File: config.mk
export PLATFORM = sky130hd
export DESIGN_NAME = lkg_write_guard
export DESIGN_NICKNAME = d
export VERILOG_FILES = /design/src/rtl/lkg_pkg.sv /design/src/rtl/lkg_key_engine.sv /design/src/rtl/lkg_data_reg.sv /design/src/rtl/lkg_read_mux.sv /design/src/rtl/lkg_write_guard.sv
export SDC_FILE = /design/constraint.sdc
export NUM_CORES = 1
export LEC_CHECK = 0
export BUFFER_PORTS_ARGS = -buffer_cell sky130_fd_sc_hd__buf_2
export CAP_MARGIN = 10
export CORE_MARGIN = 8
export CORE_UTILIZATION = 47
export CTS_CLUSTER_DIAMETER = 100
export DETAILED_ROUTE_END_ITERATION = 16
export PLACE_DENSITY = 0.77
export SYNTH_ARGS = -nofsm -noshare
export SYNTH_HDL_FRONTEND = slang
export SYNTH_SLANG_ARGS = --single-unit
File: constraint.sdc
create_clock -name clk -period 2.4 [get_ports clk]
set_clock_uncertainty 0.1 [all_clocks]
set_input_delay 0.12 -clock clk [delete_from_list [all_inputs] [get_ports clk]]
set_output_delay 0.12 -clock clk [all_outputs]
set_load 0.02 [all_outputs]
File: src/rtl/lkg_pkg.sv
package lkg_pkg;
    localparam int BUS_W = 32;

    localparam logic [BUS_W-1:0] KEY_FIRST  = 32'hC0DE1248;
    localparam logic [BUS_W-1:0] KEY_SECOND = 32'hC0DEFA73;

    typedef struct packed {
        logic closed;
        logic armed;
    } guard_state_t;
endpackage

File: src/rtl/lkg_key_engine.sv
module lkg_key_engine
    import lkg_pkg::*;
(
    input  logic             clk,
    input  logic             rst_n,
    input  logic             wr_lo,
    input  logic             wr_hi,
    input  logic [BUS_W-1:0] wdata,
    output logic             closed,
    output logic             armed
);
    guard_state_t st_d, st_q;

    always_comb begin
        st_d = st_q;
        if (wr_lo) begin
            if (!st_q.closed) begin
                st_d.closed = 1'b1;
                st_d.armed  = 1'b0;
            end else if (st_q.armed && (wdata == KEY_SECOND)) begin
                st_d.closed = 1'b0;
                st_d.armed  = 1'b0;
            end else begin
                st_d.armed  = 1'b0;
            end
        end else if (wr_hi) begin
            if (!st_q.closed) begin
                st_d.closed = 1'b1;
                st_d.armed  = 1'b0;
            end else begin
                st_d.armed  = (wdata == KEY_FIRST);
            end
        end
    end

    always_ff @(posedge clk) begin
        if (!rst_n) st_q <= '0;
        else        st_q <= st_d;
    end

    assign closed = st_q.closed;
    assign armed  = st_q.armed;


    a_r2_close_on_lo: assert property (@(posedge clk) disable iff (!rst_n)
        (!closed && wr_lo) |=> closed);

    a_r3_close_on_hi: assert property (@(posedge clk) disable iff (!rst_n)
        (!closed && wr_hi) |=> closed);
    // release only follows an armed second-key write
    a_r6_release_needs_arm: assert property (@(posedge clk) disable iff (!rst_n)
        $fell(closed) |-> $past(armed && wr_lo));

    a_r6_arm_only_closed: assert property (@(posedge clk) disable iff (!rst_n)
        armed |-> closed);
endmodule

File: src/rtl/lkg_data_reg.sv
module lkg_data_reg
    import lkg_pkg::*;
#(
    parameter logic [BUS_W-1:0] RESET_VAL = '0
) (
    input  logic             clk,
    input  logic             rst_n,
    input  logic             wr_en,
    input  logic [BUS_W-1:0] wdata,
    output logic [BUS_W-1:0] q
);
    logic [BUS_W-1:0] val_d, val_q;

    always_comb begin
        val_d = val_q;
        if (wr_en) val_d = wdata;
    end

    always_ff @(posedge clk) begin
        if (!rst_n) val_q <= RESET_VAL;
        else        val_q <= val_d;
    end

    assign q = val_q;
endmodule

File: src/rtl/lkg_read_mux.sv
module lkg_read_mux
    import lkg_pkg::*;
(
    input  logic             sel_lo,
    input  logic             sel_data,
    input  logic             closed,
    input  logic [BUS_W-1:0] data_q,
    output logic [BUS_W-1:0] rdata
);
    always_comb begin
        rdata = '0;
        if (sel_lo)        rdata = {{(BUS_W-1){1'b0}}, closed};
        else if (sel_data) rdata = data_q;
    end
endmodule

File: src/rtl/lkg_write_guard.sv
module lkg_write_guard
    import lkg_pkg::*;
#(
    parameter int               ADDR_W   = 7,
    parameter logic [ADDR_W-1:0] LO_OFS   = 7'h00,
    parameter logic [ADDR_W-1:0] HI_OFS   = 7'h7C,
    parameter logic [ADDR_W-1:0] DATA_OFS = 7'h10
) (
    input  logic              clk,
    input  logic              rst_n,
    input  logic [ADDR_W-1:0] bus_addr,
    input  logic              bus_we,
    input  logic [BUS_W-1:0]  bus_wdata,
    output logic [BUS_W-1:0]  bus_rdata,
    output logic              wr_permit
);
    logic hit_lo, hit_hi, hit_data;
    logic closed, armed;
    logic [BUS_W-1:0] data_q;

    assign hit_lo   = (bus_addr == LO_OFS);
    assign hit_hi   = (bus_addr == HI_OFS);
    assign hit_data = (bus_addr == DATA_OFS);

    assign wr_permit = bus_we && !closed && !hit_lo && !hit_hi;

    lkg_key_engine u_keys (
        .clk    (clk),
        .rst_n  (rst_n),
        .wr_lo  (bus_we && hit_lo),
        .wr_hi  (bus_we && hit_hi),
        .wdata  (bus_wdata),
        .closed (closed),
        .armed  (armed)
    );

    lkg_data_reg u_data (
        .clk   (clk),
        .rst_n (rst_n),
        .wr_en (wr_permit && hit_data),
        .wdata (bus_wdata),
        .q     (data_q)
    );

    lkg_read_mux u_rmux (
        .sel_lo   (hit_lo),
        .sel_data (hit_data),
        .closed   (closed),
        .data_q   (data_q),
        .rdata    (bus_rdata)
    );


    a_r4_closed_data_hold: assert property (@(posedge clk) disable iff (!rst_n)
        (closed && bus_we && hit_data) |=> $stable(data_q));

    a_r7_no_permit_guard: assert property (@(posedge clk) disable iff (!rst_n)
        (hit_lo || hit_hi) |-> !wr_permit);
endmodule

# Word level (Yosys, flattened, before mapping)
# Index checks and enable logic that the tools add are counted.
# W data, S select, Z words.
[classes] eq_ne=4 n_mux=7 n_reduce_logical=12
[op_table] cell="$eq A32 B32 Y1 const B" count=2
[op_table] cell="$mux W32" count=2
[op_table] cell="$eq A7 B5 Y1 const B" count=1
[op_table] cell="$eq A7 B7 Y1 const B" count=1
[op_table] cell="$logic_and A1 B1 Y1" count=7
[op_table] cell="$logic_not A7 Y1" count=1
[op_table] cell="$mux W2" count=3
[op_table] cell="$logic_not A1 Y1" count=3
[op_table] cell="$mux W1" count=2
[op_table] cell="$reduce_bool A2 Y1" count=1
[word_totals] reg_bits=34 in_bits=42

# Depth between registers and ports, before layout
# Gate-level depths: netlist (run 1).
[logic_depth] word_depth=5 ltp_mapped=7 ltp_nobuf=5

# By module
# Synthesis (run 1) repeated with hierarchy kept, for this count alone.
[hier_totals] cells_unflattened=176 hier_area_um2=1839.3
[modules_own_cells] module="lkg_data_reg" instances=1 cells_each=103 area_each_um2=1243.7
[modules_own_cells] module="lkg_read_mux" instances=1 cells_each=36 area_each_um2=276.5
[modules_own_cells] module="lkg_key_engine" instances=1 cells_each=23 area_each_um2=225.2
[modules_own_cells] module="lkg_write_guard" instances=1 cells_each=14 area_each_um2=93.8

# Least setup slack after synthesis (run 1)
# OpenSTA, ideal clock, no wires.
[synth_path] path_type="input port to flip-flop" startpoint="in bus_addr[3]" endpoint="reg u_data.val_q[0] (netlist: u_data.q[0])" setup_ps=116 t_arrival_ps=1711 required_time_ps=2184 path_slack_ps=473 stages=7 cell_sequence="or4_4 nor4b_4 and4bb_1 buf_6 buf_12 mux2i_1 nor2b_1"
[synth_between] elab_chain_cells=5 elab_cells_between_ends=8 classes_between="eq/ne (2); reduce/logical (6)"
[synth_rtl] item="from (decl)" line_no="lkg_write_guard.sv:11" rtl="input logic [ADDR_W-1:0] bus_addr,"
[synth_rtl] item="$logic_not A7 Y1" line_no="lkg_write_guard.sv:21" rtl="assign hit_lo = (bus_addr == LO_OFS);"
[synth_rtl] item="$logic_not A1 Y1" line_no="lkg_write_guard.sv:25" rtl="assign wr_permit = bus_we && !closed && !hit_lo && !hit_hi;"
[synth_rtl] item="$logic_and A1 B1 Y1 (2 in a row)" line_no="lkg_write_guard.sv:25"
[synth_rtl] item="$logic_and A1 B1 Y1 *" line_no="lkg_write_guard.sv:40" rtl=".wr_en (wr_permit && hit_data),"
[synth_rtl] item="to (signal assigned)" line_no="lkg_data_reg.sv:21" rtl="else val_q <= val_d;"
[synth_rtl] item="to (decl)" line_no="lkg_data_reg.sv:12" rtl="logic [BUS_W-1:0] val_d, val_q;"
# Mark *: on every way between the ends. The rest lies on a longest branch, timed or not.
# A chain may end at the register's enable or synchronous reset.

# Worst setup path after layout (run 1)
[layout_path] startpoint="in bus_addr[3]" endpoint="out bus_rdata[19]"
[layout_between] elab_chain_cells=3 elab_cells_between_ends=4 classes_between="eq/ne (1); mux (2); reduce/logical (1)"
[layout_rtl] item="$eq A7 B5 Y1" line_no="lkg_write_guard.sv:23" rtl="assign hit_data = (bus_addr == DATA_OFS);"
[layout_rtl] item="$mux W32" line_no="lkg_read_mux.sv:13" rtl="else if (sel_data) rdata = data_q;"
[layout_rtl] item="$mux W32 *" line_no="lkg_read_mux.sv:12" rtl="if (sel_lo) rdata = {{(BUS_W-1){1'b0}}, closed};"
[layout_rtl] item="to (decl)" line_no="lkg_write_guard.sv:14" rtl="output logic [BUS_W-1:0] bus_rdata,"
# Marked as above.

==> results.json, run 1 <==
{
  "timing.critical_path.to": "bus_rdata[19]",
  "worst-path-max-fanout": 31,
  "power_frac_seq_pct": 49.0,
  "cts.repair.resized": 0,
  "cts_hold_repair.buffers": 0,
  "cts_tree": "built",
  "die_width_um": 76.85,
  "clock_latency_ps": 290,
  "mostFrequentLayoutCell": "buf_2",
  "synth.lib_cells_used.distinct": 28,
  "hold_class": "primary input to flip-flop",
  "path_buf_inv": 3,
  "synth-warning-count": 0,
  "reg2reg_depth": 5,
  "grt_start_max_net_pins": 35,
  "clkSinkCount": 34,
  "yosysSeqAreaShare_pct": 39.11,
  "global_route.overflow_total": 0,
  "post_synthesis_sequential_element_count": 34,
  "final_period_minus_worst_setup_slack_ps": 1932,
  "diodes": 0,
  "startpoint_type": "primary input",
  "clock_tree_root_buffer_cell": "clkbuf_8",
  "wire_length_of_the_first_global_routing_pass_mm": 7.320,
  "detailedPlacementHpwl_mm": 3.255,
  "die_h_um": 76.85,
  "numCtsBuffers": 5,
  "setup-tns-final_ps": 0,
  "cts.clk_slew.worst_paths_ps": 60,
  "cp-end-kind": "primary output",
  "predominant_post_synthesis_flop_cell": "dfxtp_1",
  "first_global_vias": 1594,
  "yosys.area.top_type_share_pct": 39.11,
  "vias": 1476,
  "most_used_cells_in_the_layout_excluding_fill_and_tap_cells": "buf_2 (74), dfxtp_1 (34), mux2i_1 (33), nor2b_1 (33), and2_1 (30)",
  "timing.critical_path.max_delay_family": "simple AND/OR/NAND/NOR gates",
  "status": "completed",
  "timing_worst_slew_pin_value_ps": 461.1,
  "combinationalPowerShare_pct": 7.0,
  "rr_endpoint": "u_keys.closed",
  "cpMaxStageDelayCell": "or4_4",
  "setup_repair_after_global_routing_missed_its_margin": "false",
  "die-area_um2": 5906,
  "worstSetupPathDepth": 6,
  "initial_antenna_violation_count": 0,
  "drt-pass1-iter-count": 4,
  "area.growth.synth_to_final_pct": 27.61,
  "place_inst": 288,
  "power.share.clock_pct": 44.1,
  "number_of_violations_of_the_max_capacitance_limit": 0,
  "synthCells": 173,
  "finalHoldViolCount": 0,
  "max-clock-path-buffers": 2,
  "cts_max_level": 2,
  "yosysTopAreaCell": "dfxtp_1",
  "drc_violations": 0,
  "power_density_over_the_cells_nw_per_um2": 520.6,
  "sw_frac_of_total_pct": 21.06,
  "slew_violations": 0,
  "cpPeakStageDelay_ps": 560,
  "final_net_count": 289,
  "setup.worst_path.class": "primary input to primary output",
  "power_switching_uw": 243.5,
  "synth-async-reset-ratio_pct": 0,
  "place_congestion": 0.7094,
  "first_iter_violations": 58,
  "num-fill-cells": 340,
  "route.detailed.vias_per_inst": 4.986,
  "synth.area.top_cells": "dfxtp_1 (39%), mux2i_1 (19%), nor2b_1 (12%), and2_1 (11%), buf_12 (3.5%)",
  "timing.critical_path.from": "bus_addr[3]",
  "worstPathCellList": "buf_2 -> or4_4 -> nor4b_4 -> buf_4 -> and2_1 -> buf_2",
  "syn_area_per_cell_um2": 10.06,
  "ir_drop_v": 0.0002924,
  "synth_edf_count": 0,
  "io_buffer_count": 74,
  "total_leakage_power_nw": 0.9191,
  "arrival_ps": 1710,
  "global_route.usage.total_pct": 14.79,
  "finalWirelength_mm": 4.296,
  "internal_power_uw": 912.6,
  "crit_top_cell": "buf_2",
  "ioPinCount": 75,
  "synthesis.area_um2": 1740,
  "relSlewSlack_pct": 68.98,
  "fin_cells": 296,
  "syn_nets": 215,
  "post_drt_wl_per_cell_um": 14.51,
  "worstReg2RegStart": "u_keys.closed",
  "ff2ff_setup_slack_ps": 740,
  "finalCritPeriodShare_pct": 80.50,
  "cp_data_required_time_ps": 2180,
  "detail-route-antenna-nets": 0,
  "initial_utilization_pct": 48.27,
  "core_area_um2": 3606,
  "timing.final.setup_violations": 0,
  "fmaxAchievable_ghz": 0.5176,
  "cts_setup_buffers": 0,
  "layout-drive-gt1-share_pct": 36.69,
  "number_of_cell_rows": 22
}
==> cells in the mapped netlist (2+ instances only) <==
cell	n
nor4b_1	2
nand4_1	5
nand3_1	2
buf_12	3
clkbuf_1	6
nor4_1	3
nor2b_1	33
nor3_1	3
nand2_1	2
mux2i_1	33
dfxtp_1	34
nor2_1	2
and2_1	30
==> power by group through the flow <==
| stage | Combinational [mW] | Clock, mW | Sequential [mW] |
|---|---|---|---|
| after floorplan | 0.0279 | 0 | 0.579 |
| after global placement | 0.0801 | 0 | 0.579 |
| after detailed placement | 0.0808 | 0 | 0.579 |
| after CTS | 0.0812 | 0.524 | 0.566 |
| after global routing | 0.0881 | 0.554 | 0.566 |
| final | 0.0808 | 0.509 | 0.566 |
==> registers in the layout (all words and copies together) (netlist names) <==
name / cells
u_data.q: 32
u_keys.closed: 1
u_keys.armed: 1
==> worst min-delay path by stage <==
stage                              end  slack (ps)     startpoint  cells past startpoint
after floorplan           u_data.q[10]         150          rst_n                      1
after global placement     u_data.q[6]         290   bus_wdata[6]                      3
after detailed placement  u_data.q[24]         300  bus_wdata[24]                      3
after CTS                  u_data.q[7]           4   bus_wdata[7]                      3
after global routing      u_data.q[12]          10  bus_wdata[12]                      3
final                     u_data.q[25]           8  bus_wdata[25]                      3
==> kinds of logic (layout without fill, tap and decap cells) <==
group	after synthesis	after routing	synth area share (%)
AO/OA/AOI/OAI	2	2	0.7188
buffers and inverters	10	85	5.392
flip-flops	34	34	39.11
multiplexers	33	33	18.98
AND/OR/NAND/NOR	94	94	35.80
==> tightest hold or removal path, stage by stage <==
cell	delay, ps
buf_2	80
mux2i_1	60
nor2b_1	90
==> routing by layer <==
layer	up-vias	track usage, %	share of wire [%]
li1	737	-	-
met4	0	3.462	0.88
met1	685	16.03	43
met3	4	6.993	8.3
met2	50	25.32	48
met5	-	0	0
==> area by class of cell <==
class                   instances  area, µm²  share of cell area, %
multi-input cells             129      965.9                  43.49
clock inverters                 3      40.04                  1.803
flip-flops and latches         34      680.7                  30.65
clock buffers                   5      68.82                  3.099
repair buffers                 77      405.4                  18.25
well taps                      48      60.06                  2.704
==> through the flow <==
step	setup slack [ps]	utilization [%]	total power [mW]	hold WS [ps]	area [µm²]
2_1_floorplan	472.5	-	0.6065	148.2	1740
3_3_place_gp	299.5	58.57	0.6589	292.3	2112
3_5_place_dp	257.3	58.57	0.6596	301.9	2112
4_1_cts	460.2	61.59	1.171	3.811	2221
5_1_grt	352.8	61.59	1.208	12.24	2221
6_report	467.9	61.59	1.156	7.851	2221
Power figures use the tool's default switching activity.
==> run 2: changes to the inputs <==
Clock period 2.4 ns to 2 ns, I/O delays scaled along.
==> results.json, run 2 (synthesized netlist as in run 1, its figures left out) <==
{
  "cts_max_level": 2,
  "largest_register_ffs": 32,
  "initial_antenna_violation_count": 0,
  "vias": 1505,
  "clock_latency_ps": 280,
  "number_of_violations_of_the_max_capacitance_limit": 0,
  "worstPathCellList": "buf_2 -> or4_4 -> nor4b_4 -> buf_6 -> and2_1 -> buf_2",
  "clock_tree_root_buffer_cell": "clkbuf_8",
  "final_period_minus_worst_setup_slack_ps": 1840,
  "slew_violations": 0,
  "route.detailed.vias_per_inst": 4.934,
  "startpoint_type": "primary input",
  "total_leakage_power_nw": 0.9798,
  "setup.worst_path.class": "primary input to primary output",
  "numCtsBuffers": 5,
  "status": "complete, but fails checks",
  "finalCritPeriodShare_pct": 92.00,
  "worstReg2RegStart": "u_keys.closed",
  "ff2ff_setup_slack_ps": 400,
  "cts_tree": "built",
  "clkSinkCount": 34,
  "diodes": 0,
  "most_used_cells_in_the_layout_excluding_fill_and_tap_cells": "buf_2 (74), dfxtp_1 (34), mux2i_1 (33), nor2b_1 (33), and2_1 (30)",
  "first_iter_violations": 87,
  "detailedPlacementHpwl_mm": 3.318,
  "layout-drive-gt1-share_pct": 35.80,
  "timing.final.setup_violations": 0,
  "relSlewSlack_pct": 68.50,
  "dr_wl_met3_um": 345,
  "worst-path-max-fanout": 31,
  "arrival_ps": 1640,
  "hold_path_startpoint": "bus_wdata[22]",
  "final_net_count": 299,
  "die-area_um2": 5906,
  "timing_worst_slew_pin_value_ps": 472.5,
  "dr.max_layer_used": "met4",
  "crit_top_cell": "buf_2",
  "fin_total_pwr_mw": 1.433,
  "grt_start_max_net_pins": 35,
  "setup_repair_after_global_routing_missed_its_margin": "false",
  "io_buffer_count": 74,
  "drt-pass1-iter-count": 4,
  "place_congestion": 0.7245,
  "finalHoldViolCount": 1,
  "max-clock-path-buffers": 2,
  "die_h_um": 76.85,
  "hold_ws_ps": -4.250,
  "cpMaxStageDelayCell": "or4_4",
  "global_route.overflow_total": 0,
  "first_global_vias": 1639,
  "postLayoutCellArea_um2": 2362,
  "ioPinCount": 75,
  "cpPeakStageDelay_ps": 550,
  "post_drt_wl_per_cell_um": 14.78,
  "global_route.usage.total_pct": 15.25,
  "cp-end-kind": "primary output",
  "path_buf_inv": 3,
  "initial_utilization_pct": 48.27,
  "mostFrequentLayoutCell": "buf_2",
  "utilization_pct": 65.51,
  "rr_endpoint": "u_keys.closed",
  "placement.cell_area_um2": 2125,
  "hold_class": "primary input to flip-flop",
  "detail_route.wirelength.met1_mm": 2.031,
  "core_area_um2": 3606,
  "worst_hold_path_cell_count": 3,
  "failing_checks": "negative hold slack",
  "fmaxAchievable_ghz": 0.5435,
  "routed-wl-met2_mm": 2.089,
  "area.growth.synth_to_final_pct": 35.73,
  "power_density_over_the_cells_nw_per_um2": 606.4,
  "number_of_cell_rows": 22,
  "finalWirelength_mm": 4.509,
  "reg2reg_depth": 5,
  "drc_violations": 0,
  "min_to": "u_data.q[22]",
  "ir_drop_v": 0.0005369,
  "timing.critical_path.max_delay_family": "simple AND/OR/NAND/NOR gates",
  "die_width_um": 76.85,
  "wire_length_of_the_first_global_routing_pass_mm": 7.507,
  "cp_data_required_time_ps": 1800,
  "detail-route-antenna-nets": 0,
  "cts.clk_slew.worst_paths_ps": 70
}
[run 2: cell count changes in the layout (fill, tap and decap cells not counted)]
cell           change
dlygate4sd3_1     +10
nor4_4             +1
buf_12             +1
clkinv_2           -2
nor4b_1            -1
buf_4              -2
nor4b_2            +1
nor4_1             -1
clkbuf_8           +1
buf_6              +1
[run 2: repair_timing]
item / 4_1_cts / 5_1_grt
endpoints found under the hold margin: 10 / 0
hold buffers: 10 / 0
gates resized for setup: 0 / 4
setup buffers: 0 / 0
setup endpoints to repair: 0 / 4
[run 2: report_power, final]
group,switching [mW],internal [mW]
registers,0.000848,0.678
logic,0.0505,0.0638
clock network,0.241,0.398
[run 2: area by class of cell]
cell class | instances | area [µm²]
fill | 295 | 1244
multi-input combinational | 129 | 987.2
timing repair buffer | 87 | 521.8
clock inverter | 1 | 30.03
sequential | 34 | 680.7
clock buffer | 6 | 82.58
tap | 48 | 60.06
[run 2: worst reg2reg max path, stage by stage, from the launching register on]
cell	delay [ps]
dfxtp_1	390
and4b_1	220
nand3_1	120
nor4_4	340
nand3_1	130
and3_1	210
[run 2: per-stage QoR]
stage	std cells	setup TNS [ps]	hold slack [ps]	worst slack [ps]
after global routing	305	0	10.64	34.51
after floorplan	173	0	128.2	92.51
after global placement	288	-174.3	273.2	-28.31
after CTS	305	0	0.3706	40.09
final	305	0	-4.250	159.9
after detailed placement	288	-1381	285.7	-84.23
[run 2: metal layers]
metal	vias up	global-route usage [%]
li1	758	-
met1	686	17.05
met2	56	25.49
met3	5	7.110
met4	0	3.654
met5	-	0
[run 2: worst max-delay path by stage]
stage,cells past startpoint,endpoint,from,slack [ps]
after floorplan,7,u_data.q[0],bus_addr[3],90
after CTS,7,u_keys.closed,bus_wdata[2],40
after detailed placement,7,u_data.q[21],bus_addr[3],-80
after global placement,7,u_data.q[26],bus_addr[3],-30
after global routing,7,u_keys.closed,bus_wdata[2],30
final,6,bus_rdata[4],bus_addr[3],160
==> run 3: changes to the inputs <==
Settings changed: CORE_ASPECT_RATIO set to 1.25.
==> results.json, run 3 (synthesized netlist as in run 1, its figures left out) <==
{
  "numCtsBuffers": 5,
  "ir_drop_v": 0.0004728,
  "post_drt_wl_per_cell_um": 14.55,
  "wire_length_of_the_first_global_routing_pass_mm": 7.590,
  "first_global_vias": 1632,
  "fmaxAchievable_ghz": 0.5347,
  "drc_violations": 0,
  "power_frac_seq_pct": 51.5,
  "die_width_um": 70.43,
  "final_period_minus_worst_setup_slack_ps": 1870,
  "largest_register_ffs": 32,
  "die_h_um": 84.04,
  "number_of_violations_of_the_max_capacitance_limit": 0,
  "worst-path-max-fanout": 31,
  "setup.worst_path.class": "primary input to primary output",
  "area.growth.synth_to_final_pct": 36.02,
  "hold_ws_ps": 2.830,
  "fin_cells": 303,
  "detail-route-antenna-nets": 0,
  "route.detailed.vias_per_inst": 4.927,
  "ioPinCount": 75,
  "total_leakage_power_nw": 0.9806,
  "first_iter_violations": 28,
  "global_route.overflow_total": 0,
  "cp_data_required_time_ps": 1800,
  "crit_top_cell": "buf_2",
  "finalHoldViolCount": 0,
  "vias": 1493,
  "timing_worst_slew_pin_value_ps": 447.1,
  "hold_class": "primary input to flip-flop",
  "diodes": 0,
  "status": "completed",
  "initial_antenna_violation_count": 0,
  "initial_utilization_pct": 49.54,
  "sw_frac_of_total_pct": 22.39,
  "core_area_um2": 3513,
  "number_of_cell_rows": 24,
  "finalCritPeriodShare_pct": 93.52,
  "relSlewSlack_pct": 70.20,
  "global_route.usage.total_pct": 15.30,
  "grt_start_max_net_pins": 35,
  "clkSinkCount": 34,
  "place_congestion": 0.7972,
  "worstPathCellList": "buf_2 -> or4_4 -> nor4b_4 -> buf_4 -> and2_1 -> buf_2",
  "final_net_count": 305,
  "slew_violations": 0,
  "power.share.clock_pct": 39.5,
  "placement.cell_area_um2": 2136,
  "cts.clk_slew.worst_paths_ps": 70,
  "max-clock-path-buffers": 2,
  "postLayoutCellArea_um2": 2367,
  "cpMaxStageDelayCell": "or4_4",
  "detailedPlacementHpwl_mm": 3.239,
  "cts_setup_buffers": 0,
  "layout-drive-gt1-share_pct": 35.98,
  "place_inst": 282,
  "io_buffer_count": 74,
  "die-area_um2": 5919,
  "finalWirelength_mm": 4.409,
  "startpoint_type": "primary input",
  "power_switching_uw": 295.1,
  "arrival_ps": 1670,
  "clock_latency_ps": 280,
  "cts_max_level": 2,
  "clock_tree_root_buffer_cell": "clkbuf_8",
  "drt-pass1-iter-count": 2,
  "cpPeakStageDelay_ps": 550,
  "timing.final.setup_violations": 0,
  "mostFrequentLayoutCell": "buf_2",
  "internal_power_mw": 1.023,
  "cts_tree": "built",
  "cp-end-kind": "primary output",
  "combinationalPowerShare_pct": 9.0,
  "power_density_over_the_cells_nw_per_um2": 556.7,
  "most_used_cells_in_the_layout_excluding_fill_and_tap_cells": "buf_2 (74), dfxtp_1 (34), mux2i_1 (33), nor2b_1 (33), and2_1 (30)"
}
run 3: path summary, 6_finish.rpt:
kind / startpoint / to / slack (ps) / depth (start not counted)
setup / recovery: bus_addr[3] / bus_rdata[25] / 130 / 6
hold / removal: bus_wdata[18] / u_data.q[18] / 3 / 3
setup reg to reg: u_keys.closed / u_keys.closed / 480 / 5
hold reg to reg: u_keys.armed / u_keys.armed / 370 / 2
run 3: final cells by class:
class / instances / area, µm²
clock buffers: 6 / 82.58
clock inverters: 2 / 12.51
fillers: 305 / 1146
multi-input cells: 129 / 972.2
flip-flops and latches: 34 / 680.7
well taps: 39 / 48.80
repair buffers: 93 / 570.5
run 3: through the flow:
step	TNS, ps	power, mW	setup slack, ps	utilization [%]
2_1_floorplan	0	0.7278	92.51	-
3_3_place_gp	-636.0	0.7915	-44.32	60.79
3_5_place_dp	-1132	0.7916	-71.86	60.79
4_1_cts	0	1.329	98.95	67.20
5_1_grt	-74.43	1.375	-40.54	67.38
6_report	0	1.318	129.7	67.38
run 3: worst max-delay path, delay by kind of cell:
kind	cells	cell delay [ps]
simple gates	3	990
buf+inv	3	570
run 3: per-layer routing:
metal  vias to the layer above  global-route usage, %  wire length [µm]  share of wire (%)
met1                       673                  16.91              1794                 41
li1                        770                      -                 -                  -
met3                         4                  6.190               326                7.4
met5                         -                      0                 0                  0
met2                        46                  25.83              2248                 51
met4                         0                  4.762                39               0.88
run 3: power groups by stage:
stage,clock network (mW),registers [mW],logic [mW]
floorplan,0,0.694,0.0335
global placement,0,0.695,0.0969
detailed placement,0,0.695,0.0970
CTS,0.534,0.679,0.116
global route,0.568,0.679,0.128
finish,0.521,0.679,0.118
run 3: repair_timing:
item,CTS,global route
endpoints found under the setup margin,0,2
hold buffers,13,0
hold endpoints to repair,13,0
resized for setup,0,1
